### src/rtl/shirq_pkg.sv
package shirq_pkg;
  localparam int BUS_AW = 10;
  localparam int BUS_DW = 32;

  localparam logic [BUS_AW-1:0] OFS_CFG   = 10'h000;
  localparam logic [BUS_AW-1:0] OFS_SOFT  = 10'h004;
  localparam logic [BUS_AW-1:0] OFS_PEND  = 10'h008;
  localparam logic [BUS_AW-1:0] OFS_MASK  = 10'h00C;
  localparam logic [BUS_AW-1:0] OFS_MSET  = 10'h010;
  localparam logic [BUS_AW-1:0] OFS_MCLR  = 10'h014;
  localparam logic [BUS_AW-1:0] OFS_POL   = 10'h018;
  localparam logic [BUS_AW-1:0] OFS_TRIG  = 10'h01C;
  localparam logic [BUS_AW-1:0] OFS_DUAL  = 10'h020;

  // Region selectors on address bits [9:7]
  localparam logic [2:0] RGN_PIN = 3'b010;  // 0x100..0x17C
  localparam logic [2:0] RGN_CPU = 3'b011;  // 0x180..0x1FC

  localparam int SOFT_SET_BIT = 31;
  localparam int PIN_EN_BIT   = 31;
endpackage

### src/rtl/shirq_line.sv
module shirq_line (
  input  logic clk,
  input  logic rst,
  input  logic irq_raw,
  input  logic pol_pos,
  input  logic edge_mode,
  input  logic dual_edge,
  input  logic sw_set,
  input  logic sw_clr,
  output logic pending
);
  logic sync1_q, sync2_q, hist_q, lat_q;
  logic active, rise, fall, edge_hit;

  assign active   = pol_pos ? sync2_q : ~sync2_q;
  assign rise     = sync2_q & ~hist_q;
  assign fall     = ~sync2_q & hist_q;
  assign edge_hit = edge_mode & (dual_edge ? (rise | fall) : (pol_pos ? rise : fall));

  always_ff @(posedge clk) begin
    if (rst) begin
      sync1_q <= 1'b0;
      sync2_q <= 1'b0;
      hist_q  <= 1'b0;
      lat_q   <= 1'b0;
    end else begin
      sync1_q <= irq_raw;
      sync2_q <= sync1_q;
      hist_q  <= sync2_q;
      if (edge_hit || sw_set) lat_q <= 1'b1;
      else if (sw_clr)        lat_q <= 1'b0;
    end
  end

  assign pending = edge_mode ? lat_q : (active | lat_q);

  AST_EDGE_HOLD: assert property (@(posedge clk) disable iff (rst)
    (edge_mode && pending && !sw_clr) |=> (pending || !edge_mode));
  AST_SOFT_SET: assert property (@(posedge clk) disable iff (rst)
    sw_set |=> pending);
endmodule

### src/rtl/shirq_regs.sv
module shirq_regs
  import shirq_pkg::*;
#(
  parameter int N_LINES = 16,
  parameter int N_CPUS  = 2,
  parameter int N_PINS  = 4,
  localparam int PIN_W  = (N_PINS > 1) ? $clog2(N_PINS) : 1,
  localparam int LINE_W = $clog2(N_LINES)
) (
  input  logic                           clk,
  input  logic                           rst,
  input  logic [BUS_AW-1:0]              bus_addr,
  input  logic                           bus_we,
  input  logic [BUS_DW-1:0]              bus_wdata,
  output logic [BUS_DW-1:0]              bus_rdata,
  input  logic [N_LINES-1:0]             pending,
  output logic [N_LINES-1:0]             mask_q,
  output logic [N_LINES-1:0]             pol_q,
  output logic [N_LINES-1:0]             trig_q,
  output logic [N_LINES-1:0]             dual_q,
  output logic [N_LINES-1:0]             soft_set,
  output logic [N_LINES-1:0]             soft_clr,
  output logic [N_LINES-1:0]             pin_en,
  output logic [N_LINES-1:0][PIN_W-1:0]  pin_sel,
  output logic [N_LINES-1:0][N_CPUS-1:0] cpu_sel
);
  logic [LINE_W-1:0] idx;
  logic              idx_ok, hit_pin, hit_cpu, hit_soft;
  logic [N_CPUS-1:0] cpu_w;
  logic              cpu_w_ok;
  logic [BUS_DW-1:0] rd_d;
  logic              unused_bits;

  assign idx      = bus_addr[LINE_W+1:2];
  assign idx_ok   = (int'(bus_addr[6:2]) < N_LINES);
  assign hit_pin  = bus_we && (bus_addr[9:7] == RGN_PIN) && idx_ok;
  assign hit_cpu  = bus_we && (bus_addr[9:7] == RGN_CPU) && idx_ok;
  assign hit_soft = bus_we && (bus_addr == OFS_SOFT);
  assign cpu_w    = bus_wdata[N_CPUS-1:0];
  assign cpu_w_ok = (cpu_w != '0) && ((cpu_w & (cpu_w - 1'b1)) == '0);
  assign unused_bits = ^{bus_wdata, bus_addr[1:0]};

  genvar g;
  generate
    for (g = 0; g < N_LINES; g++) begin : g_soft
      assign soft_set[g] = hit_soft &&  bus_wdata[SOFT_SET_BIT] && (bus_wdata[7:0] == 8'(g));
      assign soft_clr[g] = hit_soft && !bus_wdata[SOFT_SET_BIT] && (bus_wdata[7:0] == 8'(g));
    end
  endgenerate

  always_ff @(posedge clk) begin
    if (rst) begin
      mask_q  <= '0;
      pol_q   <= '1;
      trig_q  <= '0;
      dual_q  <= '0;
      pin_en  <= '0;
      pin_sel <= '0;
      cpu_sel <= {N_LINES{N_CPUS'(1)}};
    end else if (bus_we) begin
      if (bus_addr == OFS_MSET) mask_q <= mask_q |  bus_wdata[N_LINES-1:0];
      if (bus_addr == OFS_MCLR) mask_q <= mask_q & ~bus_wdata[N_LINES-1:0];
      if (bus_addr == OFS_POL)  pol_q  <= bus_wdata[N_LINES-1:0];
      if (bus_addr == OFS_TRIG) trig_q <= bus_wdata[N_LINES-1:0];
      if (bus_addr == OFS_DUAL) dual_q <= bus_wdata[N_LINES-1:0];
      if (hit_pin) begin
        pin_en[idx]  <= bus_wdata[PIN_EN_BIT];
        pin_sel[idx] <= bus_wdata[PIN_W-1:0];
      end
      if (hit_cpu && cpu_w_ok) cpu_sel[idx] <= cpu_w;
    end
  end

  always_comb begin
    rd_d = '0;
    if (bus_addr == OFS_CFG) begin
      rd_d[7:0]  = 8'(N_LINES / 8 - 1);
      rd_d[15:8] = 8'(N_CPUS - 1);
    end else if (bus_addr == OFS_PEND) rd_d[N_LINES-1:0] = pending;
    else if (bus_addr == OFS_MASK)     rd_d[N_LINES-1:0] = mask_q;
    else if (bus_addr == OFS_POL)      rd_d[N_LINES-1:0] = pol_q;
    else if (bus_addr == OFS_TRIG)     rd_d[N_LINES-1:0] = trig_q;
    else if (bus_addr == OFS_DUAL)     rd_d[N_LINES-1:0] = dual_q;
    else if ((bus_addr[9:7] == RGN_PIN) && idx_ok) begin
      rd_d[PIN_EN_BIT]  = pin_en[idx];
      rd_d[PIN_W-1:0]   = pin_sel[idx];
    end else if ((bus_addr[9:7] == RGN_CPU) && idx_ok) begin
      rd_d[N_CPUS-1:0]  = cpu_sel[idx];
    end
  end

  always_ff @(posedge clk) begin
    if (rst) bus_rdata <= '0;
    else     bus_rdata <= rd_d;
  end

  AST_MASK_SET: assert property (@(posedge clk) disable iff (rst)
    (bus_we && bus_addr == OFS_MSET) |=>
      ((mask_q & $past(bus_wdata[N_LINES-1:0])) == $past(bus_wdata[N_LINES-1:0])));
  AST_MASK_CLR: assert property (@(posedge clk) disable iff (rst)
    (bus_we && bus_addr == OFS_MCLR) |=>
      ((mask_q & $past(bus_wdata[N_LINES-1:0])) == '0));
endmodule

### src/rtl/shirq_route.sv
module shirq_route #(
  parameter int N_LINES = 16,
  parameter int N_CPUS  = 2,
  parameter int N_PINS  = 4,
  localparam int PIN_W  = (N_PINS > 1) ? $clog2(N_PINS) : 1
) (
  input  logic                           clk,
  input  logic                           rst,
  input  logic [N_LINES-1:0]             pending,
  input  logic [N_LINES-1:0]             mask_q,
  input  logic [N_LINES-1:0]             pin_en,
  input  logic [N_LINES-1:0][PIN_W-1:0]  pin_sel,
  input  logic [N_LINES-1:0][N_CPUS-1:0] cpu_sel,
  output logic [N_CPUS-1:0]              cpu_irq,
  output logic [N_CPUS*N_PINS-1:0]       pin_irq
);
  logic [N_LINES-1:0]                          live;
  logic [N_CPUS-1:0][N_LINES-1:0]              to_cpu;
  logic [N_CPUS-1:0][N_PINS-1:0][N_LINES-1:0]  to_pin;
  logic [N_CPUS-1:0]                           cpu_d;
  logic [N_CPUS*N_PINS-1:0]                    pin_d;

  assign live = pending & mask_q;

  genvar c, p, i;
  generate
    for (c = 0; c < N_CPUS; c++) begin : g_cpu
      for (i = 0; i < N_LINES; i++) begin : g_line
        assign to_cpu[c][i] = cpu_sel[i][c];
      end
      assign cpu_d[c] = |(live & to_cpu[c]);
      for (p = 0; p < N_PINS; p++) begin : g_pin
        for (i = 0; i < N_LINES; i++) begin : g_pl
          assign to_pin[c][p][i] = cpu_sel[i][c] & pin_en[i] & (pin_sel[i] == PIN_W'(p));
        end
        assign pin_d[c*N_PINS+p] = |(live & to_pin[c][p]);
        AST_PIN_NEEDS_CPU: assert property (@(posedge clk) disable iff (rst)
          pin_irq[c*N_PINS+p] |-> cpu_irq[c]);
      end
    end
    for (i = 0; i < N_LINES; i++) begin : g_chk
      AST_ROUTE_ONEHOT: assert property (@(posedge clk) disable iff (rst)
        $onehot(cpu_sel[i]));
    end
  endgenerate

  always_ff @(posedge clk) begin
    if (rst) begin
      cpu_irq <= '0;
      pin_irq <= '0;
    end else begin
      cpu_irq <= cpu_d;
      pin_irq <= pin_d;
    end
  end
endmodule

### src/rtl/shirq_ctrl.sv
module shirq_ctrl
  import shirq_pkg::*;
#(
  parameter int N_LINES = 16,
  parameter int N_CPUS  = 2,
  parameter int N_PINS  = 4,
  localparam int PIN_W  = (N_PINS > 1) ? $clog2(N_PINS) : 1
) (
  input  logic                     clk,
  input  logic                     rst,
  input  logic [N_LINES-1:0]       irq_in,
  input  logic [BUS_AW-1:0]        bus_addr,
  input  logic                     bus_we,
  input  logic [BUS_DW-1:0]        bus_wdata,
  output logic [BUS_DW-1:0]        bus_rdata,
  output logic [N_CPUS-1:0]        cpu_irq,
  output logic [N_CPUS*N_PINS-1:0] pin_irq
);
  logic [N_LINES-1:0]             pending, mask_q, pol_q, trig_q, dual_q;
  logic [N_LINES-1:0]             soft_set, soft_clr, pin_en;
  logic [N_LINES-1:0][PIN_W-1:0]  pin_sel;
  logic [N_LINES-1:0][N_CPUS-1:0] cpu_sel;

  shirq_regs #(.N_LINES(N_LINES), .N_CPUS(N_CPUS), .N_PINS(N_PINS)) u_regs (
    .clk(clk), .rst(rst), .bus_addr(bus_addr), .bus_we(bus_we),
    .bus_wdata(bus_wdata), .bus_rdata(bus_rdata), .pending(pending),
    .mask_q(mask_q), .pol_q(pol_q), .trig_q(trig_q), .dual_q(dual_q),
    .soft_set(soft_set), .soft_clr(soft_clr), .pin_en(pin_en),
    .pin_sel(pin_sel), .cpu_sel(cpu_sel)
  );

  genvar g;
  generate
    for (g = 0; g < N_LINES; g++) begin : g_line
      shirq_line u_line (
        .clk(clk), .rst(rst), .irq_raw(irq_in[g]), .pol_pos(pol_q[g]),
        .edge_mode(trig_q[g]), .dual_edge(dual_q[g]),
        .sw_set(soft_set[g]), .sw_clr(soft_clr[g]), .pending(pending[g])
      );
    end
  endgenerate

  shirq_route #(.N_LINES(N_LINES), .N_CPUS(N_CPUS), .N_PINS(N_PINS)) u_route (
    .clk(clk), .rst(rst), .pending(pending), .mask_q(mask_q),
    .pin_en(pin_en), .pin_sel(pin_sel), .cpu_sel(cpu_sel),
    .cpu_irq(cpu_irq), .pin_irq(pin_irq)
  );
endmodule

### config.mk
export PLATFORM = sky130hd
export DESIGN_NAME = shirq_ctrl
export DESIGN_NICKNAME = d
export VERILOG_FILES = /design/src/rtl/shirq_pkg.sv /design/src/rtl/shirq_line.sv /design/src/rtl/shirq_regs.sv /design/src/rtl/shirq_route.sv /design/src/rtl/shirq_ctrl.sv
export SDC_FILE = /design/constraint.sdc
export NUM_CORES = 1
export LEC_CHECK = 0
export BUFFER_PORTS_ARGS = -buffer_cell sky130_fd_sc_hd__buf_2
export CORE_ASPECT_RATIO = 2
export CORE_MARGIN = 5
export CORE_UTILIZATION = 42
export DETAILED_ROUTE_END_ITERATION = 6
export SLEW_MARGIN = 20
export SYNTH_ARGS = -nofsm -noshare
export SYNTH_HDL_FRONTEND = slang
export SYNTH_HIERARCHICAL = 1
export SYNTH_SLANG_ARGS = --single-unit
### constraint.sdc
create_clock -name clk -period 3.25 [get_ports clk]
set_input_delay 0 -clock clk [delete_from_list [all_inputs] [get_ports clk]]
set_output_delay 0 -clock clk [all_outputs]
set_load 0.02 [all_outputs]
==> impl_metrics.tcl, run 1 <==
set metrics [dict create \
    fin_skew_ps 15.3 \
    ys.flop_type "dfxtp_1" \
    use_met3_pct 4.92 \
    grt_max_degree 104 \
    post-route-min-period_ps 2550 \
    dp.cells 1829 \
    cpPeakStageDelay_ps 590 \
    fmax_mhz 392 \
    cts_sinks 235 \
    synth_area_um2 12300 \
    final_nets 1640 \
    maxSlewHeadroom_pct 27.6 \
    drtIter0Drc 1004 \
    ys_ff_latch 235 \
    yosys.area.top_type_share_pct 38.3 \
    clockBufferDepth 3 \
    drive_above_1_share_pct 14.6 \
    clk_pin_slew_ps 70 \
    yosysWarnings 6 \
    syn_inst 1436 \
    hold_ws_ps 50.3 \
    gr-usage-met1_pct 28.1 \
    cp-start-kind "input pin" \
    arrival_ps 3040 \
    clk_latency_ps 550 \
    start_util_pct 42.5 \
    gr-total-overflow 0 \
    io_buffers 72 \
    power.leakage_nw 5.21 \
    die_h_um 252 \
    rsz0062_at_grt "no" \
    clock-root-buffer "clkbuf_16" \
    synth_cell_type_count 66 \
    routabilityCongestion 1.12 \
    syn2layout_area_growth_pct 16.2 \
    fin_cells 1921 \
    cts_tree "yes" \
    min_from "bus_we" \
    cts-buffers-inserted 24 \
    gr-max-usage-layer "met2" \
    final_cell_mix "dfxtp_1, nand2_1, nor2_1" \
    fin_crit_sh_pct 78.5 \
    crit_required_ps 3740 \
    status "finished clean" \
    drt_wl_total_um 48700 \
    worstMarginPinSlew_ps 1090 \
    use_met2_pct 52.2 \
    yosys-top-cells-area "dfxtp_1, nand2_1, a21oi_1, mux2i_1, nor2_1" \
    num_vias 11500 \
    globalRouteTotalUtil_pct 29.1 \
    dieArea_um2 32900 \
    critPathSlowestCell "dlygate4sd3_1" \
    ir_drop_uv 388 \
    synth_edf_count 0 \
    rows 88 \
    async_flop_share_pct 0 \
    htreeDepth 1 \
    min_path_cells 4 \
    via_per_inst 5.99 \
    cp.depth 9 \
    first_global_vias 11500 \
    firstDrtPassIters 7 \
    avgRoutedWirePerCell_um 25.3 \
    yosysSeqAreaShare_pct 38.3 \
    worst_r2r_path_depth 7 \
    dp_hpwl_um 36000 \
    cp_cell_sequence "dlygate4sd3_1 -> buf_2 -> nor4_4 -> nand4_4 -> buf_4 -> nor2_4 -> a21oi_1 -> a211oi_1 -> dlygate4sd3_1" \
    critPathMaxFanout 16 \
    maxCapViolCount 0 \
    antenna_found_initial 2 \
    die_w_um 131 \
    ios 103 \
    powerDensity_nw_per_um2 439 \
    timing_hold_violations_final 0 \
    hold_end "u_regs/trig_q[2]" \
    hold_path.class "input pin to flop" \
    grt_pass1_wl_um 71000 \
    slew_viol_final 0 \
    avgSynthCellArea_um2 8.54 \
    worstSetupPathType "input pin to flop" \
    diodes 0 \
    rrSetupSlack_ps 750 \
    regToRegStartpoint "u_regs/pol_q[6]" \
    core_um2 28800 \
    final.setup.tns_ps 0 \
    cp_top_family "buffers and inverters" \
    cp_common_cell "dlygate4sd3_1" \
    finalSetupViolCount 0 \
    ant_nets 0 \
    final_common_cell "dfxtp_1" \
    crit_path_end_kind "flop" \
    route.detailed.drc 0 \
    path_buf_inv 4 \
    yosys.area.top_type "dfxtp_1" \
    timing.rr.end "u_route/pin_irq[4]" \
]
## per-layer routing
metal  share of wire [%]  vias to the layer above
met5               0.051                        -
met4                  11                        4
met3                 5.5                      219
met2                  51                      531
met1                  32                     5441
li1                    -                     5320
## worst max path at each step
stage / start / to / slack, ps
after floorplan: u_regs/pol_q[9] / u_route/pin_irq[1] / 1390
after global placement: u_regs/pol_q[3] / u_route/pin_irq[3] / 730
after detailed placement: u_regs/pol_q[3] / u_route/pin_irq[3] / 760
after CTS: u_regs/pol_q[3] / u_route/pin_irq[3] / 730
after global routing: u_regs/pol_q[11] / u_route/pin_irq[3] / 650
final: bus_addr[8] / flop / 700
## cell families after synthesis
logic type / Yosys count / synth area share [%]
buf+inv: 142 / 5.23
fa+ha+maj: 36 / 3.67
mux: 105 / 11.2
simple gates: 609 / 25.3
xor+xnor: 16 / 1.14
other cells: 1 / 0.0306
compound gates: 292 / 15.0
flops: 235 / 38.3
## sequential cells by signal (all words and copies together) (netlist names), named ones only
signal,count
u_regs/trig_q,16
g_line.u_line/lat_q,16
u_regs/bus_rdata,17
u_route/cpu_irq,2
u_route/pin_irq,8
g_line.u_line/sync2_q,16
u_regs/cpu_sel,32
u_regs/pol_q,16
g_line.u_line/hist_q,16
g_line.u_line/sync1_q,16
u_regs/dual_q,16
u_regs/pin_sel,32
u_regs/pin_en,16
## Yosys cell counts (all sizes together), types with 3 or more instances
cell type and count:
a211o 3, a211oi 17, a21oi 120, a222oi 13, a22oi 4, a31oi 7
and2 3, and3 4, buf 38, clkbuf 48, dfxtp 235, ha 36
inv 56, mux2 31, mux2i 56, mux4 18, nand2 178, nand2b 25
nand3 55, nand3b 27, nand4 44, nor2 131, nor2b 39, nor3 45
nor3b 14, nor4 19, o211ai 18, o21ai 54, o21bai 16, o22ai 27
o32ai 4, or3 5, or4 8, xor2 16
## where the power goes
part	internal (mW)	leakage, nW	total, mW	switching, mW
logic	0.155	2.91	0.437	0.282
clock network	1.64	0.393	2.90	1.27
registers	2.90	1.90	2.92	0.0165
total	4.70	5.21	6.26	1.56
## worst min-delay path, delay by kind of cell
kind | cells | cell delay, ps
simple gates | 1 | 150
buf+inv | 1 | 170
compound gates | 2 | 220
## through the flow
stage | cell area [um^2] | worst slack [ps] | utilization [%] | power, mW
global placement | 13000 | 725 | 44.9 | 3.37
global route | 14300 | 647 | 49.4 | 6.45
floorplan | 12300 | 1390 | - | 3.23
CTS | 14300 | 730 | 49.4 | 6.31
finish | 14300 | 699 | 49.4 | 6.26
detailed placement | 13000 | 755 | 44.9 | 3.38
## timing repair
action                     CTS  global route
hold buffers                48             0
hold endpoints to repair   101             0
setup buffers                0             0
setup endpoints to repair    0             0
resized for setup            0             0
## final cells by class
class | count | area (um^2)
fillers | 2764 | 14600
multi-input cells | 1073 | 6980
flip-flops and latches | 235 | 4700
repair buffers | 153 | 1090
clock buffers | 34 | 719
well taps | 360 | 450
inverters | 56 | 210
clock inverters | 10 | 104
(Power assumes the default switching activity.)
==> inputs of run 2 (changes only) <==
- ABC_AREA: default -> 1
- clock period: 3.25 -> 2.4 ns (I/O delays scaled with it)
==> run 2 against run 1 <==
Die area increased by 4.9%. Register-to-register slack worse by 300 ps. Hold slack lost 10 ps. Cell count rose by 32%. Synthesized area grew 5.3%. Synthesized cell count is 41% higher. First-iteration DRC count up 12%. Global-route usage down 5.0 points. Via count up 12%. Core utilization shrank 0.31 points. Wire length down 12%. Cell area increased by 5.5%.
==> impl_metrics.tcl, run 2 <==
set metrics [dict create \
    clk_latency_ps 560 \
    cts_tree "yes" \
    start_util_pct 42.2 \
    route.detailed.drc 0 \
    htreeDepth 1 \
    rows 91 \
    ys_ff_latch 235 \
    critPathMaxFanout 9 \
    syn2layout_area_growth_pct 16.5 \
    place_area_um2 13800 \
    routabilityCongestion 0.982 \
    final.setup.tns_ps 0 \
    power.total_mw 8.63 \
    final_cell_mix "nand2_1, inv_1, nor2_1" \
    slew_viol_final 0 \
    synth_cell_type_count 34 \
    worstMarginPinSlew_ps 726 \
    first_global_vias 11800 \
    ios 103 \
    arrival_ps 2620 \
    ys.flop_type "dfxtp_1" \
    firstDrtPassIters 6 \
    hold_ws_ps 40.0 \
    fin_cells 2537 \
    yosysSeqAreaShare_pct 36.4 \
    worstSetupPathType "input pin to flop" \
    diodes 0 \
    status "finished clean" \
    dp_hpwl_um 31000 \
    dieArea_um2 34600 \
    yosys.area.top_type "dfxtp_1" \
    drtIter0Drc 1126 \
    cts-buffers-inserted 24 \
    cts_sinks 235 \
    final_nets 2244 \
    clock-root-buffer "clkbuf_16" \
    maxSlewHeadroom_pct 51.6 \
    reg_top3 "u_regs/cpu_sel (32), u_regs/pin_sel (32), u_regs/bus_rdata (17)" \
    async_flop_share_pct 0 \
    cp-start-kind "input pin" \
    ir_drop_uv 540 \
    regArea_um2 4700 \
    synthMostInstantiatedCell "nand2_1" \
    fmax_mhz 467 \
    synthTopCellsByCount "nand2_1, inv_1, nor2_1" \
    maxCapViolCount 0 \
    power.leakage_nw 7.21 \
    fin_skew_ps 14.5 \
    num_vias 12900 \
    avgSynthCellArea_um2 6.38 \
    grt_max_degree 74 \
    crit_required_ps 2880 \
    clk_pin_slew_ps 60 \
    fin_crit_sh_pct 89.1 \
    timing_hold_violations_final 0 \
    drive_above_1_share_pct 10.7 \
    finalSetupViolCount 0 \
    avgRoutedWirePerCell_um 17.0 \
    synth_edf_count 0 \
    die_w_um 134 \
    drt_wl_total_um 43100 \
    multiInputGateArea_um2 6740 \
    grt_pass1_wl_um 65800 \
    synth_area_um2 12900 \
    hold_path.class "input pin to flop" \
    yosys-top-cells-area "dfxtp_1, nand2_1, inv_1, nor2_1, a21oi_1" \
    clockBufferDepth 3 \
    post-route-min-period_ps 2140 \
    ant_nets 0 \
    num-fill-cells 3200 \
    yosysWarnings 6 \
    final_common_cell "nand2_1" \
    fin_area_um2 15000 \
    powerDensity_nw_per_um2 573 \
    die_h_um 258 \
    gr-total-overflow 0 \
    globalRouteTotalUtil_pct 24.1 \
    yosys.area.top_type_share_pct 36.4 \
    crit_path_end_kind "flop" \
    syn_inst 2023 \
    core_um2 30600 \
    via_per_inst 5.10 \
    dp.cells 2457 \
    rsz0062_at_grt "no" \
    io_buffers 72 \
    antenna_found_initial 0 \
]
run 2: area by class of cell:
class / count / area share [%]
sequential: 235 / 31.3
multi-input combinational: 1417 / 44.8
inverter: 314 / 7.83
tap: 372 / 3.09
clock buffer: 37 / 4.92
timing repair buffer: 155 / 7.15
clock inverter: 7 / 0.923
run 2: timing repair:
| action | 4_1_cts | 5_1_grt |
|---|---|---|
| hold buffers | 36 | 0 |
| endpoints found under the hold margin | 106 | 0 |
| gates resized for setup | 0 | 0 |
| buffers inserted | 0 | 0 |
run 2: cells by family after synthesis:
family	synth area share (%)
adder cells (fa/ha/maj)	3.49
other	0.0290
flip-flops	36.4
AO/OA/AOI/OAI	17.3
AND/OR/NAND/NOR	31.0
buffers and inverters	11.8
run 2: report_power, final:
group	leakage (nW)	internal, mW	total, mW	switching, mW
Sequential	1.90	3.94	3.96	0.0203
Clock	0.431	2.46	4.15	1.69
Combinational	4.88	0.166	0.526	0.360
Total	7.21	6.56	8.63	2.07
run 2: per-stage QoR:
step / utilization (%) / setup WS, ps
4_1_cts: 49.1 / 296
6_report: 49.1 / 261
3_5_place_dp: 45.1 / 307
3_3_place_gp: 45.1 / 341
5_1_grt: 49.1 / 151
2_1_floorplan: - / 697
run 2: worst paths after layout:
path              slack (ps)                       end  depth (start not counted)                     start
setup / recovery         260       u_regs/bus_rdata[2]                         11               bus_addr[0]
hold / removal            40      u_regs/bus_rdata[31]                          6               bus_addr[9]
setup reg to reg         450        u_route/cpu_irq[1]                         11           u_regs/pol_q[4]
hold reg to reg          400  g_line[9].u_line/sync2_q                          2  g_line[9].u_line/sync1_q
run 2: critical path: stages:
cell and delay, ps:
dlygate4sd3_1 530, buf_2 120, nor2_1 310, dlygate4sd3_1 650, nand2_1 80, inv_1 80, nand4_1 90, buf_4 220
o221ai_1 300, a211oi_1 80, nor2_1 160
run 2: metal layers:
| metal | global-route usage, % | vias to the layer above | share of wire [%] |
|---|---|---|---|
| li1 | - | 6587 | - |
| met1 | 32.0 | 5866 | 44 |
| met2 | 40.5 | 414 | 47 |
| met3 | 2.55 | 69 | 5.6 |
| met4 | 8.75 | 0 | 3.5 |
| met5 | 0 | - | 0 |
==> inputs of run 3 (changes only) <==
- CORE_UTILIZATION: 42 -> 40
- RECOVER_POWER: default -> 50
==> run 3 against run 2 <==
The run now ends with design-rule violations left. Setup slack better by 1.9 ps. Clock power is 7.5% lower. First-iteration DRC count is 11% lower. Non-clock buffer count rose by 6. Largest cell class unchanged. Largest power group is now sequential cells.
==> impl_metrics.tcl, run 3 (synthesis results as in run 2) <==
set metrics [dict create \
    grt_max_degree 73 \
    dieArea_um2 36200 \
    globalRouteTotalUtil_pct 26.9 \
    fin_crit_sh_pct 89.1 \
    drtIter0Drc 1004 \
    arrival_ps 2590 \
    pwr-share-comb_pct 6.7 \
    swShare_pct 23.4 \
    post_cts_buffers 0 \
    via_per_inst 5.15 \
    avgRoutedWirePerCell_um 19.2 \
    htreeDepth 1 \
    worstSetupPathType "input pin to flop" \
    first_global_vias 13200 \
    clockBufferDepth 3 \
    num-fill-cells 3428 \
    fin_skew_ps 13.3 \
    die_w_um 137 \
    crit_path_end_kind "flop" \
    drt_wl_total_um 49900 \
    diodes 0 \
    antenna_found_initial 0 \
    timing_hold_violations_final 0 \
    die_h_um 264 \
    hold_ws_ps 85.9 \
    status "complete, but fails checks" \
    firstDrtPassIters 7 \
    hold_path.class "input pin to flop" \
    num_vias 13300 \
    grt_pass1_wl_um 73900 \
    ant_nets 0 \
    rsz0062_at_grt "no" \
    power.switching_mw 1.95 \
    critPathMaxFanout 12 \
    clk_pin_slew_ps 70 \
    final_nets 2248 \
    core_um2 32100 \
    gr-total-overflow 0 \
    maxCapViolCount 0 \
    slew_viol_final 0 \
    drive_above_1_share_pct 9.14 \
    cts_tree "yes" \
    p_clk_share_pct 45.9 \
    cts-buffers-inserted 22 \
    violations "design-rule violations" \
    place_area_um2 13900 \
    powerDensity_nw_per_um2 554 \
    rows 93 \
    final_common_cell "nand2_1" \
    fmax_mhz 468 \
    route.detailed.drc 5 \
    fin_area_um2 15100 \
    dp_hpwl_um 38400 \
    final.setup.tns_ps 0 \
    cp-start-kind "input pin" \
    crit_required_ps 2850 \
    p_int_mw 6.40 \
    routabilityCongestion 1.03 \
    maxSlewHeadroom_pct 26.7 \
    ir_drop_uv 408 \
    final_cell_mix "nand2_1, inv_1, nor2_1" \
    reg_top3 "u_regs/cpu_sel (32), u_regs/pin_sel (32), u_regs/bus_rdata (17)" \
    seqPwrFrac_pct 47.4 \
    io_buffers 72 \
    worstMarginPinSlew_ps 1100 \
    syn2layout_area_growth_pct 16.8 \
    clock-root-buffer "clkbuf_16" \
    power.leakage_nw 7.09 \
    post-route-min-period_ps 2140 \
    cts_sinks 235 \
    ios 103 \
    start_util_pct 40.2 \
    clk_latency_ps 520 \
    finalSetupViolCount 0 \
]
==> run 3: cell count changes in the layout (fill, tap and decap cells not counted), sizes merged <==
cell / before / now
dlygate4sd3: 36 / 42
buf: 119 / 88
clkinv: 5 / 4
clkbuf: 37 / 64
==> run 3: worst paths after layout <==
check	startpoint	to	slack, ps	cells after the start
hold reg to reg	g_line[10].u_line/sync1_q	g_line[10].u_line/sync2_q	400	2
setup reg to reg	u_regs/pol_q[0]	u_route/pin_irq[6]	430	11
hold / removal	bus_we	flop	90	5
setup / recovery	bus_wdata[1]	u_regs/cpu_sel[19]	260	9
==> run 3: metrics by stage <==
stage / setup slack [ps] / power [mW] / utilization [%] / cells
5_1_grt: 117 / 8.67 / 47.0 / 2593
3_3_place_gp: 318 / 4.55 / 43.4 / 2512
4_1_cts: 307 / 8.46 / 47.2 / 2593
2_1_floorplan: 697 / 4.32 / - / 2037
6_report: 263 / 8.36 / 47.0 / 2593
3_5_place_dp: 294 / 4.55 / 43.4 / 2512
==> run 3: power by group through the flow <==
stage	sequential, mW	combinational [mW]	clock [mW]
2_1_floorplan	4.04	0.285	0
3_3_place_gp	4.04	0.501	0
3_5_place_dp	4.05	0.505	0
4_1_cts	3.96	0.559	3.94
5_1_grt	3.96	0.608	4.10
6_report	3.96	0.561	3.84
==> run 3: routing by layer <==
layer	routed length (um)	part of all wire, %	track usage (%)
met4	5080	10	22.8
met1	17300	35	26.1
met5	0	0	0
met2	25400	51	49.4
met3	2040	4.1	2.55
==> run 3: layout make-up <==
type | count | area [um^2] | area share, %
clock inverters | 6 | 109 | 0.721
inverters | 314 | 1180 | 7.81
flip-flops and latches | 235 | 4700 | 31.2
repair buffers | 161 | 1140 | 7.56
multi-input cells | 1417 | 6740 | 44.7
well taps | 427 | 534 | 3.54
clock buffers | 33 | 683 | 4.53
==> run 3: timing repair <==
action | 4_1_cts | 5_1_grt
gates resized for setup | 0 | 0
hold buffers | 42 | 0
endpoints found under the hold margin | 110 | 0
==> run 3: critical path, stage by stage <==
cell and delay [ps]:
dlygate4sd3_1 550, buf_2 260, inv_1 140, ha_1 290
nand3_1 70, buf_4 220, nor3_1 740, o21ai_0 160
a21oi_1 140
